$ cat src/rtl/hub_irq_pkg.sv
package hub_irq_pkg;
  typedef enum logic [2:0] {
    S_IDLE,
    S_ADDR,
    S_AACK,
    S_TX,
    S_MACK,
    S_WAIT
  } ser_state_e;

  function automatic int unsigned regs_for(int unsigned n);
    return (n + 7) / 8;
  endfunction
endpackage

$ cat src/rtl/hub_irq_sync.sv
module hub_irq_sync #(
  parameter int unsigned W      = 2,
  parameter int unsigned STAGES = 2
) (
  input  logic         clk_i,
  input  logic         rst_ni,
  input  logic [W-1:0] in_i,
  output logic [W-1:0] lvl_o,
  output logic [W-1:0] rise_o,
  output logic [W-1:0] fall_o
);
  for (genvar b = 0; b < W; b++) begin : g_bit
    logic [STAGES:0] ff_q;
    always_ff @(posedge clk_i or negedge rst_ni) begin
      if (!rst_ni) ff_q <= '1;
      else         ff_q <= {ff_q[STAGES-1:0], in_i[b]};
    end
    assign lvl_o[b]  = ff_q[STAGES-1];
    assign rise_o[b] = ff_q[STAGES-1] & ~ff_q[STAGES];
    assign fall_o[b] = ~ff_q[STAGES-1] & ff_q[STAGES];
  end
endmodule

$ cat src/rtl/hub_irq_events.sv
module hub_irq_events #(
  parameter int unsigned NUM_EVT = 9,
  parameter int unsigned EP1_IDX = 2
) (
  input  logic               clk_i,
  input  logic               rst_ni,
  input  logic [NUM_EVT-1:0] evt_i,
  input  logic               ep1_rd_i,
  input  logic               clr_i,
  input  logic [NUM_EVT-1:0] clr_mask_i,
  output logic [NUM_EVT-1:0] pend_o,
  output logic               irq_no
);
  logic [NUM_EVT-1:0] pend_q;

  for (genvar k = 0; k < NUM_EVT; k++) begin : g_evt
    logic clr_k;
    if (k == EP1_IDX) begin : g_ep1
      assign clr_k = ep1_rd_i;
    end else begin : g_std
      assign clr_k = clr_i & clr_mask_i[k];
    end
    // set beats clear in the same cycle
    always_ff @(posedge clk_i or negedge rst_ni) begin
      if (!rst_ni)       pend_q[k] <= 1'b0;
      else if (evt_i[k]) pend_q[k] <= 1'b1;
      else if (clr_k)    pend_q[k] <= 1'b0;
    end
  end

  assign pend_o = pend_q;
  assign irq_no = ~|pend_q;
endmodule

$ cat src/rtl/hub_irq_serial.sv
module hub_irq_serial
  import hub_irq_pkg::*;
#(
  parameter int unsigned NUM_EVT  = 9,
  parameter logic [7:0]  SLV_ADDR = 8'hE9
) (
  input  logic               clk_i,
  input  logic               rst_ni,
  input  logic               scl_i,
  input  logic               scl_rise_i,
  input  logic               scl_fall_i,
  input  logic               sda_i,
  input  logic               sda_rise_i,
  input  logic               sda_fall_i,
  input  logic [NUM_EVT-1:0] pend_i,
  output logic               sda_oe_o,
  output logic               clr_o,
  output logic [NUM_EVT-1:0] clr_mask_o
);
  localparam int unsigned NREG = regs_for(NUM_EVT);
  localparam int unsigned PADW = NREG * 8;
  localparam int unsigned IDXW = (NREG > 1) ? $clog2(NREG) : 1;

  ser_state_e      state_q;
  logic [3:0]      cnt_q;
  logic [7:0]      sh_q, snap_q;
  logic [IDXW-1:0] idx_q, nxt_idx;
  logic [PADW-1:0] mask_q, clr_mask_q, stat;
  logic            xfer_q, ack_q, oe_q, clr_q;
  logic            start_c, stop_c;
  logic [7:0]      cur_byte, nxt_byte;

  always_comb begin
    stat = '0;
    stat[NUM_EVT-1:0] = pend_i;
  end

  assign nxt_idx  = (idx_q == IDXW'(NREG - 1)) ? '0 : idx_q + 1'b1;
  assign cur_byte = stat[int'(idx_q)*8 +: 8];
  assign nxt_byte = stat[int'(nxt_idx)*8 +: 8];
  assign start_c  = scl_i & sda_fall_i;
  assign stop_c   = scl_i & sda_rise_i;

  always_ff @(posedge clk_i or negedge rst_ni) begin
    if (!rst_ni) begin
      state_q    <= S_IDLE;
      cnt_q      <= '0;
      sh_q       <= '0;
      snap_q     <= '0;
      idx_q      <= '0;
      mask_q     <= '0;
      clr_mask_q <= '0;
      xfer_q     <= 1'b0;
      ack_q      <= 1'b0;
      oe_q       <= 1'b0;
      clr_q      <= 1'b0;
    end else begin
      clr_q <= 1'b0;
      if (stop_c) begin
        state_q    <= S_IDLE;
        oe_q       <= 1'b0;
        clr_q      <= xfer_q;
        clr_mask_q <= mask_q;
        mask_q     <= '0;
        xfer_q     <= 1'b0;
      end else if (start_c) begin
        state_q <= S_ADDR;
        cnt_q   <= '0;
        idx_q   <= '0;
        oe_q    <= 1'b0;
      end else begin
        unique case (state_q)
          S_ADDR: begin
            if (scl_rise_i) begin
              sh_q  <= {sh_q[6:0], sda_i};
              cnt_q <= cnt_q + 1'b1;
            end else if (scl_fall_i && cnt_q == 4'd8) begin
              if (sh_q == SLV_ADDR) begin
                state_q <= S_AACK;
                oe_q    <= 1'b1;
              end else begin
                state_q <= S_IDLE;
              end
            end
          end
          S_AACK: begin
            if (scl_fall_i) begin
              sh_q    <= cur_byte;
              snap_q  <= cur_byte;
              oe_q    <= ~cur_byte[7];
              cnt_q   <= '0;
              state_q <= S_TX;
            end
          end
          S_TX: begin
            if (scl_rise_i) begin
              cnt_q <= cnt_q + 1'b1;
              if (cnt_q == 4'd7) begin
                xfer_q <= 1'b1;
                mask_q[int'(idx_q)*8 +: 8] <= mask_q[int'(idx_q)*8 +: 8] | snap_q;
              end
            end else if (scl_fall_i) begin
              if (cnt_q == 4'd8) begin
                oe_q    <= 1'b0;
                state_q <= S_MACK;
              end else begin
                sh_q <= {sh_q[6:0], 1'b0};
                oe_q <= ~sh_q[6];
              end
            end
          end
          S_MACK: begin
            if (scl_rise_i) begin
              ack_q <= ~sda_i;
            end else if (scl_fall_i) begin
              if (ack_q) begin
                idx_q   <= nxt_idx;
                sh_q    <= nxt_byte;
                snap_q  <= nxt_byte;
                oe_q    <= ~nxt_byte[7];
                cnt_q   <= '0;
                state_q <= S_TX;
              end else begin
                state_q <= S_WAIT;
              end
            end
          end
          default: ;
        endcase
      end
    end
  end

  assign sda_oe_o   = oe_q;
  assign clr_o      = clr_q;
  assign clr_mask_o = clr_mask_q[NUM_EVT-1:0];
endmodule

$ cat src/rtl/hub_irq_unit.sv
module hub_irq_unit #(
  parameter int unsigned NUM_EVT  = 9,
  parameter int unsigned EP1_IDX  = 2,
  parameter logic [7:0]  SLV_ADDR = 8'hE9,
  parameter int unsigned SYNC_STG = 2
) (
  input  logic               clk_i,
  input  logic               rst_ni,
  input  logic [NUM_EVT-1:0] evt_i,
  input  logic               ep1_rd_i,
  input  logic               scl_i,
  input  logic               sda_i,
  output logic               sda_oe_o,
  output logic               irq_no
);
  logic [1:0]         bus_lvl, bus_rise, bus_fall;
  logic [NUM_EVT-1:0] pend_w, clr_mask_w;
  logic               clr_w;

  hub_irq_sync #(.W(2), .STAGES(SYNC_STG)) u_sync (
    .clk_i  (clk_i),
    .rst_ni (rst_ni),
    .in_i   ({scl_i, sda_i}),
    .lvl_o  (bus_lvl),
    .rise_o (bus_rise),
    .fall_o (bus_fall)
  );

  hub_irq_events #(.NUM_EVT(NUM_EVT), .EP1_IDX(EP1_IDX)) u_evt (
    .clk_i      (clk_i),
    .rst_ni     (rst_ni),
    .evt_i      (evt_i),
    .ep1_rd_i   (ep1_rd_i),
    .clr_i      (clr_w),
    .clr_mask_i (clr_mask_w),
    .pend_o     (pend_w),
    .irq_no     (irq_no)
  );

  hub_irq_serial #(.NUM_EVT(NUM_EVT), .SLV_ADDR(SLV_ADDR)) u_ser (
    .clk_i      (clk_i),
    .rst_ni     (rst_ni),
    .scl_i      (bus_lvl[1]),
    .scl_rise_i (bus_rise[1]),
    .scl_fall_i (bus_fall[1]),
    .sda_i      (bus_lvl[0]),
    .sda_rise_i (bus_rise[0]),
    .sda_fall_i (bus_fall[0]),
    .pend_i     (pend_w),
    .sda_oe_o   (sda_oe_o),
    .clr_o      (clr_w),
    .clr_mask_o (clr_mask_w)
  );
endmodule

$ cat config.mk
export PLATFORM = sky130hd
export DESIGN_NAME = hub_irq_unit
export DESIGN_NICKNAME = d
export VERILOG_FILES = /design/src/rtl/hub_irq_pkg.sv /design/src/rtl/hub_irq_sync.sv /design/src/rtl/hub_irq_events.sv /design/src/rtl/hub_irq_serial.sv /design/src/rtl/hub_irq_unit.sv
export SDC_FILE = /design/constraint.sdc
export NUM_CORES = 1
export LEC_CHECK = 0
export BUFFER_PORTS_ARGS = -buffer_cell sky130_fd_sc_hd__buf_2
export CORE_MARGIN = 4
export CORE_UTILIZATION = 50
export DETAILED_ROUTE_END_ITERATION = 8
export PLACE_DENSITY = 0.67
export SLEW_MARGIN = 10
export SYNTH_ARGS = -nofsm -noshare
export SYNTH_HDL_FRONTEND = slang
export SYNTH_SLANG_ARGS = --single-unit
export TNS_END_PERCENT = 50
$ cat constraint.sdc
create_clock -name clk_i -period 2.2 [get_ports clk_i]
set_clock_uncertainty 0.2 [all_clocks]
set_input_delay 0.22 -clock clk_i [delete_from_list [all_inputs] [get_ports clk_i]]
set_output_delay 0.22 -clock clk_i [all_outputs]
set_load 0.005 [all_outputs]
* Word-level counts from Yosys, hierarchy flattened *
Cells that the tools add are included.

cells by class
  $add $sub $neg = 3
  $lt $le $gt $ge = 0
  bitwise operators = 24
  shifts and indexed selects = 5
  muxes and demuxes = 79
  equal/unequal tests = 32
  reductions and logical operators = 31
  multiply operators = 0
  div/mod/pow operators = 0

operators by type and width
  cell                     count
  $mux 16                  5
  $mux 8                   8
  $shiftx 16x5->8          3
  $mux 1                   42
  $mux 3                   11
  $neg 4->33               1
  $shift 8x33->16 const A  1
  $shiftx 8x33->16         1
  $pmux 8 s4               1
  $reduce_bool 2->1        16
  $ne 4x1->1 const B       7
  $mux 4                   6
  $bwmux 16                1
  $pmux 8 s2               1
  $and 1x1->1              14
  $reduce_and 7->1         2
  $ne 3x1->1 const B       4
  $ne 4x4->1 const B       3
  $pmux 3 s4               1
  $pmux 4 s3               1
  $reduce_and 11->1        1
  $ne 2x1->1 const B       5
  $ne 2x2->1 const B       5
  $reduce_and 10->1        1
  22 further kinds         33

storage, ports and cells
  memories kept = 0
  register bits = 68
  ROM bits = 0
  logic and storage cells = 196
  bits in latches = 0
  input port bits = 14
  output and inout port bits = 2
  memory bits (writable) = 0

* Longest topological paths before layout *
Gate-level depths: netlist (run 1).

  depth after elaboration = 10
  mapped depth = 6
  gate-level depth less buffers = 6

* By module *
From an unflattened synthesis (run 1), not the netlist that was laid out.

second synthesis, totals
  cells, all modules = 294
  area, all modules = 2994.1 µm²

by module, submodules not included
  module          area an instance (µm²)  cells each  times used  seq. area each (µm²)
  hub_irq_serial  2424.8                  251         1           1151.1
  hub_irq_events  361.6                   31          1           225.2
  hub_irq_sync    207.7                   12          1           157.7

* Worst setup path before layout (run 1) *
Ideal clock, no wire load.

  kind = reg2reg
  start point = register u_sync.g_bit[0].ff_q[1]
  end point = register u_ser.mask_q[0]
  arrival time = 1.698 ns
  setup time = 0.066 ns
  stages on the path, launching flop included = 6
  period minus slack after synthesis = 1.964 ns
  path buffers = 1
  slack = 0.236 ns
  data required time = 1.934 ns
  cells stage by stage = dfstp_2 -> buf_2 -> nor2b_1 -> or4_4 -> nor3_4 -> a22o_1

between the ends
  longest elaborated chain between the ends = 5
  elaborated cells on any way between the ends = 11
  those cells by class = eq/ne (1); mux (1); bitwise (5); reduce/logical (4)

RTL lines
  element                        RTL line               source
  start, declared                hub_irq_sync.sv:13     logic [STAGES:0] ff_q;
  start signal, assigned         hub_irq_sync.sv:16     else ff_q <= {ff_q[STAGES-1:0], in_i[b]};
  $not 1->1                      hub_irq_sync.sv:20     assign fall_o[b] = ~ff_q[STAGES-1] & ff_q[STAGES];
  $and 1x1->1                    hub_irq_sync.sv:20
  $and 1x1->1                    hub_irq_serial.sv:41   assign start_c = scl_i & sda_fall_i;
  $ne 2x2->1 (no line)           -
  $reduce_and 4->1 (no line)     -
  end signal, assigned by index  hub_irq_serial.sv:100  mask_q[int'(idx_q)*8 +: 8] <= mask_q[int'(idx_q)*8 +: 8] | snap_q;
  end, declared                  hub_irq_serial.sv:28   logic [PADW-1:0] mask_q, clr_mask_q, stat;

Several ways; a longest one is shown, not always the timed one.
A chain may end at the register's enable or synchronous reset.

* Worst setup path in the final report (run 1) *
  start point = register u_ser.state_q[2]
  end point = register u_ser.cnt_q[2]

between the ends
  longest elaborated chain between the ends = 4
  elaborated cells on any way between the ends = 14
  those cells by class = eq/ne (9); mux (2); reduce/logical (3)

RTL lines
  element                                               RTL line              source
  start, declared                                       hub_irq_serial.sv:24  ser_state_e state_q;
  start signal, assigned                                hub_irq_serial.sv:46  state_q <= S_IDLE;
  start signal, assigned                                hub_irq_serial.sv:60  state_q <= S_IDLE;
  start signal, assigned                                hub_irq_serial.sv:67  state_q <= S_ADDR;
  $eq 3x1->1 or $eq 3x2->1 (tied branches)              hub_irq_serial.sv:72  unique case (state_q)
  $reduce_or 2->1 (no line)                             -
  $ne 3x1->1 (no line), or another cell as far along    -
  $reduce_and 7->1 (no line) or $mux 4 (tied branches)  -
  end signal, assigned                                  hub_irq_serial.sv:76  cnt_q <= cnt_q + 1'b1;
  end signal, assigned                                  hub_irq_serial.sv:97  cnt_q <= cnt_q + 1'b1;
  end, declared                                         hub_irq_serial.sv:25  logic [3:0] cnt_q;

Several ways; a longest one is shown, not always the timed one.

==> results of run 1 <==
==> placed cells by master (no fill, tap or decap), drive strengths merged, types with 6 or more instances in the layout <==
cell	instances
a21o	13
a22o	22
buf	26
clkbuf	11
dfrtp	52
dfstp	6
dlygate4sd3	13
inv	9
mux2	16
nand2	19
nand2b	6
nor2	8
==> state kept, by name, indices dropped and copies added (netlist names), 3 cells and up <==
name / count
u_ser.cnt_q: 4
u_ser.mask_q: 8
u_ser.state_q: 3
u_ser.sh_q: 8
u_evt.pend_o: 9
u_ser.snap_q: 7
u_ser.clr_mask_q: 8
u_sync.g_bit.ff_q: 6
==> where the power goes <==
group	switching, mW	internal [mW]
clock	0.411	0.550
combinational	0.136	0.184
sequential	0.0964	1.16
==> kinds of logic (layout without fill, tap and decap cells) <==
kind of cell	Yosys count	in the layout	share of synthesized area
AO/OA/AOI/OAI	66	66	0.1870
XOR/XNOR	3	3	0.009513
adder cells (fa/ha/maj)	3	3	0.01313
buffers and inverters	21	64	0.03125
flip-flops	58	58	0.5281
multiplexers	20	20	0.07971
AND/OR/NAND/NOR	67	67	0.1513
==> final cells by class <==
cell class                 instances  area [sq um]  share of cell area
sequential                        58          1459              0.4430
tap                               70         87.58             0.02660
timing repair buffer              39         300.3             0.09119
clock buffer                      11         141.4             0.04293
multi-input combinational        159          1217              0.3697
clock inverter                     5         53.80             0.01634
inverter                           9         33.78             0.01026
==> layer usage <==
| metal | track usage | share of wire | up-vias |
|---|---|---|---|
| li1 | - | - | 957 |
| met1 | 0.2798 | 0.49 | 989 |
| met2 | 0.2732 | 0.44 | 41 |
| met3 | 0.04555 | 0.046 | 12 |
| met4 | 0.09801 | 0.021 | 0 |
| met5 | 0 | 0 | - |
==> worst paths after layout <==
path                                    startpoint                 endpoint  slack, ns
min in group asynchronous                   rst_ni              u_ser.ack_q       0.22
hold reg to reg            u_sync.g_bit[1].ff_q[0]  u_sync.g_bit[1].ff_q[1]       0.15
hold / removal             u_sync.g_bit[1].ff_q[0]  u_sync.g_bit[1].ff_q[1]       0.15
setup / recovery                  u_ser.state_q[2]           u_ser.cnt_q[2]       0.14
max in group asynchronous                   rst_ni          u_ser.mask_q[7]       1.01
setup reg to reg                  u_ser.state_q[2]           u_ser.cnt_q[2]       0.14
==> stage by stage <==
stage | hold WS [ns] | instances | area [sq um] | total power [mW]
after floorplan | -0.2756 | 238 | 2763 | 1.473
after global placement | 0.04451 | 322 | 2968 | 1.573
after detailed placement | 0.04747 | 322 | 2968 | 1.581
after CTS | 0.1561 | 351 | 3293 | 2.570
after global routing | 0.1582 | 351 | 3293 | 2.683
final | 0.1546 | 351 | 3293 | 2.539
==> timing repair <==
action,CTS,global route
hold buffers,13,0
endpoints found under the setup margin,0,1
gates resized for setup,0,0
endpoints found under the hold margin,29,0
==> flow_summary_export.csv, run 1 <==
group,metric,value,unit
sta,tightestPinTransition,0.5741,ns
synth,synth_flop_cell,"dfrtp_1",
route,via_count,1999,
floorplanning,rows,26,
clocking,cts_made_buffers,9,
clocking,cts_max_path_buffers,2,
job,maxCapViolCount,0,
placed_design,io_buffers,15,
synth,yosys-top-cells-area,"dfrtp_1 (47%), a22o_1 (7.0%), dfstp_2 (5.7%)",
worst_setup_path,end_kind,"register",
worst_setup_path,r2r_cells,4,
layout,n_fill_cell,427,
route,antenna_left,0,
global_route,overflow,0,
synth,synth_top_area_cell,"dfrtp_1",
route,drt_wl_total,5658,microns
worst_setup_path,crit_type,"register to register",
sta,fin_crit_sh,0.9358,
floorplanning,die_area,6778,sq um
clocking,cts-root-buf,"clkbuf_8",
floorplanning,core_area,5238,sq um
synth,seq_area_frac_synth,0.5281,
min_path,hp-class,"register to register",
placed_design,gp_congestion,0.8734,
sta,fmax,485.7,MHz
global_route,antenna_found_initial,0,
sta,hold_viol,0,
route,wl_per_cell,16.12,microns
sta,worst_slack,0.1412,ns
route,drtPass1Iterations,5,
global_route,grtUsageTotal,0.1946,
layout,drive_gt1_frac,0.2420,
synth,synth_edf_count,0,
clocking,clkLatencyLatePin,0.34,ns
route,first_iter_violations,118,
synth,synth_top_area_frac,0.4710,
synth,ys_seq_elements,58,
route,vias_per_cell,5.695,
placed_design,dpl.hpwl,3929,microns
worst_setup_path,crit_family,"compound AO/OA/AOI/OAI gates",
layout,syn2layout_area_growth,19.20,%
layout,final_core_util,0.6288,
sta,relSlewSlack,0.6172,
worst_setup_path,worstPathArrival,2.07,ns
clocking,cts_setup_buffers,0,
global_route,grt_max_degree,35,
worst_setup_path,required,2.21,ns
floorplanning,start_util,0.5275,
clocking,htree_levels,3,
placed_design,place_ws,0.08624,ns
synth,syn_area_per_cell,11.61,sq um
synth,netlist_top_cells_count,"dfrtp_1 (52), a22o_1 (22), nand2_1 (19), a21o_1 (13), mux2_2 (11)",
global_route,grt_pass1_wl,9770,microns
floorplanning,die_w,82.33,microns
power_and_ir_drop,p_leak,1.445,nW
clocking,cts_tree,"built",
sta,fin_tns_setup,0,ns
floorplanning,io_pins,16,
synth,syn_inst,238,
floorplanning,dieHeight,82.33,microns
sta,fin_crit,2.059,ns
synth,async_flop_share,1.000,
global_route,grt_pass1_vias,1999,
outcome,status,"complete, no violations",
synth,ys_types,55,
layout,nNetsFinal,292,
clocking,cts.sinks,58,
synth,yosysMostFrequentCell,"dfrtp_1",
worst_setup_path,path_cells,"or3b_1 > maj3_2 > o21a_1 > a211o_1",
clocking,clkTransAtPathRegs,0.06,ns
sta,setup_viol,0,
worst_setup_path,critPathSlowestCell,"dfrtp_1",
worst_setup_path,crit_buf_inv,0,
route,route.detailed.drc,0,
synth,yosys_warnings,0,
sta,rsz0062_at_grt,"false",
worst_setup_path,start_kind,"register",
layout,n_antenna_cell,0,
synth,synth_area,2763,sq um
sta,drv_slew,0,
worst_setup_path,cp.depth,4,
power_and_ir_drop,irDropWorstVdd,0.0004425,V
worst_setup_path,slowest_delay,0.47,ns
power_and_ir_drop,p_per_area,771.0,nW/um^2
synth,syn-num-nets,254,
min_path,whs_path_depth,0,
worst_setup_path,path_max_fanout,11,
Note: power is estimated with default switching activity, not from simulation.
==> run 2, diff against run 1 <==
--- a/config.mk
+++ b/config.mk
@@ -8,6 +8,7 @@
 export BUFFER_PORTS_ARGS = -buffer_cell sky130_fd_sc_hd__buf_2
 export CORE_MARGIN = 4
 export CORE_UTILIZATION = 50
+export CTS_BUF_LIST = sky130_fd_sc_hd__clkbuf_4 sky130_fd_sc_hd__clkbuf_8
 export DETAILED_ROUTE_END_ITERATION = 8
 export PLACE_DENSITY = 0.67
 export SLEW_MARGIN = 10
==> constraint.sdc (replaced) <==
create_clock -name clk_i -period 2.5 [get_ports clk_i]
set_clock_uncertainty 0.2 [all_clocks]
set_input_delay 0.375 -clock clk_i [delete_from_list [all_inputs] [get_ports clk_i]]
set_output_delay 0.375 -clock clk_i [all_outputs]
set_load 0.005 [all_outputs]
==> run 2 against run 1 <==
Die area unchanged. Worst hold slack got worse by 0.15 ns. Sequential power decreased by 12%. Largest cell class unchanged. Highest routed layer unchanged. Via count decreased by 3.1%. Sequential share of layout area increased by 1.6 points. Utilization decreased by 2.2 points. Critical endpoint is now u_ser.mask_q[5].
==> flow_summary_export.csv, run 2 (synthesis results as in run 1) <==
group,metric,value,unit
worst_setup_path,required,2.58,ns
clocking,cts-hold-fix-buffers,4,
placed_design,gp_congestion,0.8424,
worst_setup_path,cp.depth,4,
floorplanning,dieHeight,82.33,microns
sta,fmax,449.8,MHz
global_route,grt_pass1_vias,1900,
floorplanning,io_pins,16,
floorplanning,die_area,6778,sq um
clocking,cts-root-buf,"clkbuf_8",
worst_setup_path,path_cells,"nand3b_1 > or4_4 > nor3_4 > a22o_1",
route,vias_per_cell,5.785,
global_route,antenna_found_initial,0,
clocking,htree_levels,3,
route,first_iter_violations,119,
sta,hold_viol,0,
route,antenna_left,0,
layout,final_common_cell,"dfrtp_1",
sta,fin_crit_sh,0.8892,
worst_setup_path,rrSetupSlack,0.28,ns
worst_setup_path,rr_startpoint,"u_ser.state_q[0]",
clocking,clkTransAtPathRegs,0.07,ns
clocking,clkLatencyLatePin,0.34,ns
worst_setup_path,crit_family,"simple AND/OR/NAND/NOR gates",
power_and_ir_drop,p_per_area,741.8,nW/um^2
floorplanning,core_area,5238,sq um
sta,tightestPinTransition,0.5581,ns
placed_design,io_buffers,15,
route,drt_wl_total,5717,microns
global_route,overflow,0,
clocking,cts.sinks,58,
sta,worst_slack,0.2770,ns
placed_design,place_ws,0.3046,ns
floorplanning,start_util,0.5275,
sta,relSlewSlack,0.6279,
sta,rsz0062_at_grt,"false",
min_path,hp-class,"primary input to register",
clocking,cts_max_path_buffers,2,
layout,nNetsFinal,276,
layout,n_antenna_cell,0,
route,wl_per_cell,17.07,microns
sta,setup_viol,0,
power_and_ir_drop,internal_power,1.767,mW
layout,largest_register_ffs,9,
worst_setup_path,start_kind,"register",
power_and_ir_drop,p_switching,590.3,uW
power_and_ir_drop,p_seq_frac,0.471,
power_and_ir_drop,comb_power_share,0.113,
worst_setup_path,path_max_fanout,14,
outcome,status,"complete, no violations",
sta,fin_crit,2.223,ns
global_route,grt_max_degree,36,
job,maxCapViolCount,0,
layout,n_fill_cell,433,
layout,syn2layout_area_growth,15.04,%
layout,final_cell_mix,"dfrtp_1 (52), a22o_1 (22), nand2_1 (19)",
layout,drive_gt1_frac,0.2340,
floorplanning,die_w,82.33,microns
power_and_ir_drop,switching_share,0.2504,
worst_setup_path,critPathSlowestCell,"dfrtp_1",
worst_setup_path,crit_type,"register to register",
worst_setup_path,cp-startpoint,"u_ser.state_q[0]",
global_route,grtUsageTotal,0.1913,
worst_setup_path,worstSetupEndpoint,"u_ser.mask_q[5]",
worst_setup_path,end_kind,"register",
clocking,cts_made_buffers,9,
worst_setup_path,r2r_cells,4,
power_and_ir_drop,clkPwrFrac,0.416,
global_route,grt_pass1_wl,9618,microns
worst_setup_path,crit_buf_inv,0,
clocking,cts_tree,"built",
sta,fin_tns_setup,0,ns
clocking,cts_resized,0,
power_and_ir_drop,irDropWorstVdd,0.0004980,V
worst_setup_path,r2r_end,"u_ser.mask_q[5]",
floorplanning,rows,26,
sta,drv_slew,0,
power_and_ir_drop,p_leak,1.386,nW
worst_setup_path,slowest_delay,0.60,ns
route,via_count,1938,
clocking,cts_setup_buffers,0,
route,drtPass1Iterations,4,
placed_design,dpl.hpwl,3898,microns
layout,final_core_util,0.6068,
worst_setup_path,worstPathArrival,2.30,ns
route,route.detailed.drc,0,
[run 2: cell types whose count changed in the layout (fill, tap and decap cells not counted)]
cell	before	now
buf_4	10	3
bufinv_16	1	2
clkbuf_1	1	0
clkbuf_4	0	1
clkinv_2	3	2
clkinv_4	1	0
clkinvlp_4	0	1
dlygate4sd3_1	13	4
[run 2: worst register-to-register path, stage by stage, from the launching register on]
cell and delay (ns):
dfrtp_1 0.60, nand3b_1 0.22, or4_4 0.60, nor3_4 0.36
a22o_1 0.18
[run 2: how the worst min path moves through the flow]
stage,from,endpoint,depth (start not counted)
final,evt_i[6],u_evt.pend_o[6],2
after global routing,evt_i[2],u_evt.pend_o[2],2
after CTS,evt_i[6],u_evt.pend_o[6],2
after detailed placement,u_sync.g_bit[1].ff_q[0],u_sync.g_bit[1].ff_q[1],0
after global placement,u_sync.g_bit[0].ff_q[0],u_sync.g_bit[0].ff_q[1],0
after floorplan,rst_ni,u_evt.pend_o[0],0
[run 2: power groups by stage]
stage / Clock (mW) / Combinational [mW] / Sequential, mW
floorplan: 0 / 0.206 / 1.09
global placement: 0 / 0.254 / 1.13
detailed placement: 0 / 0.261 / 1.13
CTS: 1.00 / 0.267 / 1.11
global route: 1.05 / 0.299 / 1.12
finish: 0.981 / 0.265 / 1.11
[run 2: cell type report]
class                           instances  area [sq um]  share of cell area
Clock inverter                          5         77.57             0.02441
Tap cell                               70         87.58             0.02756
Timing Repair Buffer                   23         157.7             0.04961
Sequential cell                        58          1459              0.4591
Clock buffer                           11         145.1             0.04567
Inverter                                9         33.78             0.01063
Multi-Input combinational cell        159          1217              0.3831
[run 2: stage by stage]
step / cells / total power, mW / instance area (sq um) / hold slack [ns]
floorplan: 238 / 1.297 / 2763 / -0.1206
detailed placement: 315 / 1.387 / 2915 / 0.1499
global route: 335 / 2.470 / 3178 / 0.004019
finish: 335 / 2.357 / 3178 / 0.007685
CTS: 335 / 2.378 / 3178 / 0.001201
global placement: 315 / 1.380 / 2915 / 0.1462
[run 2: routing by layer]
layer / track usage / vias up / part of all wire
met4: 0.05482 / 0 / 0.013
met5: 0 / - / 0
li1: - / 922 / -
met2: 0.2684 / 41 / 0.44
met3: 0.06182 / 9 / 0.047
met1: 0.2812 / 966 / 0.50
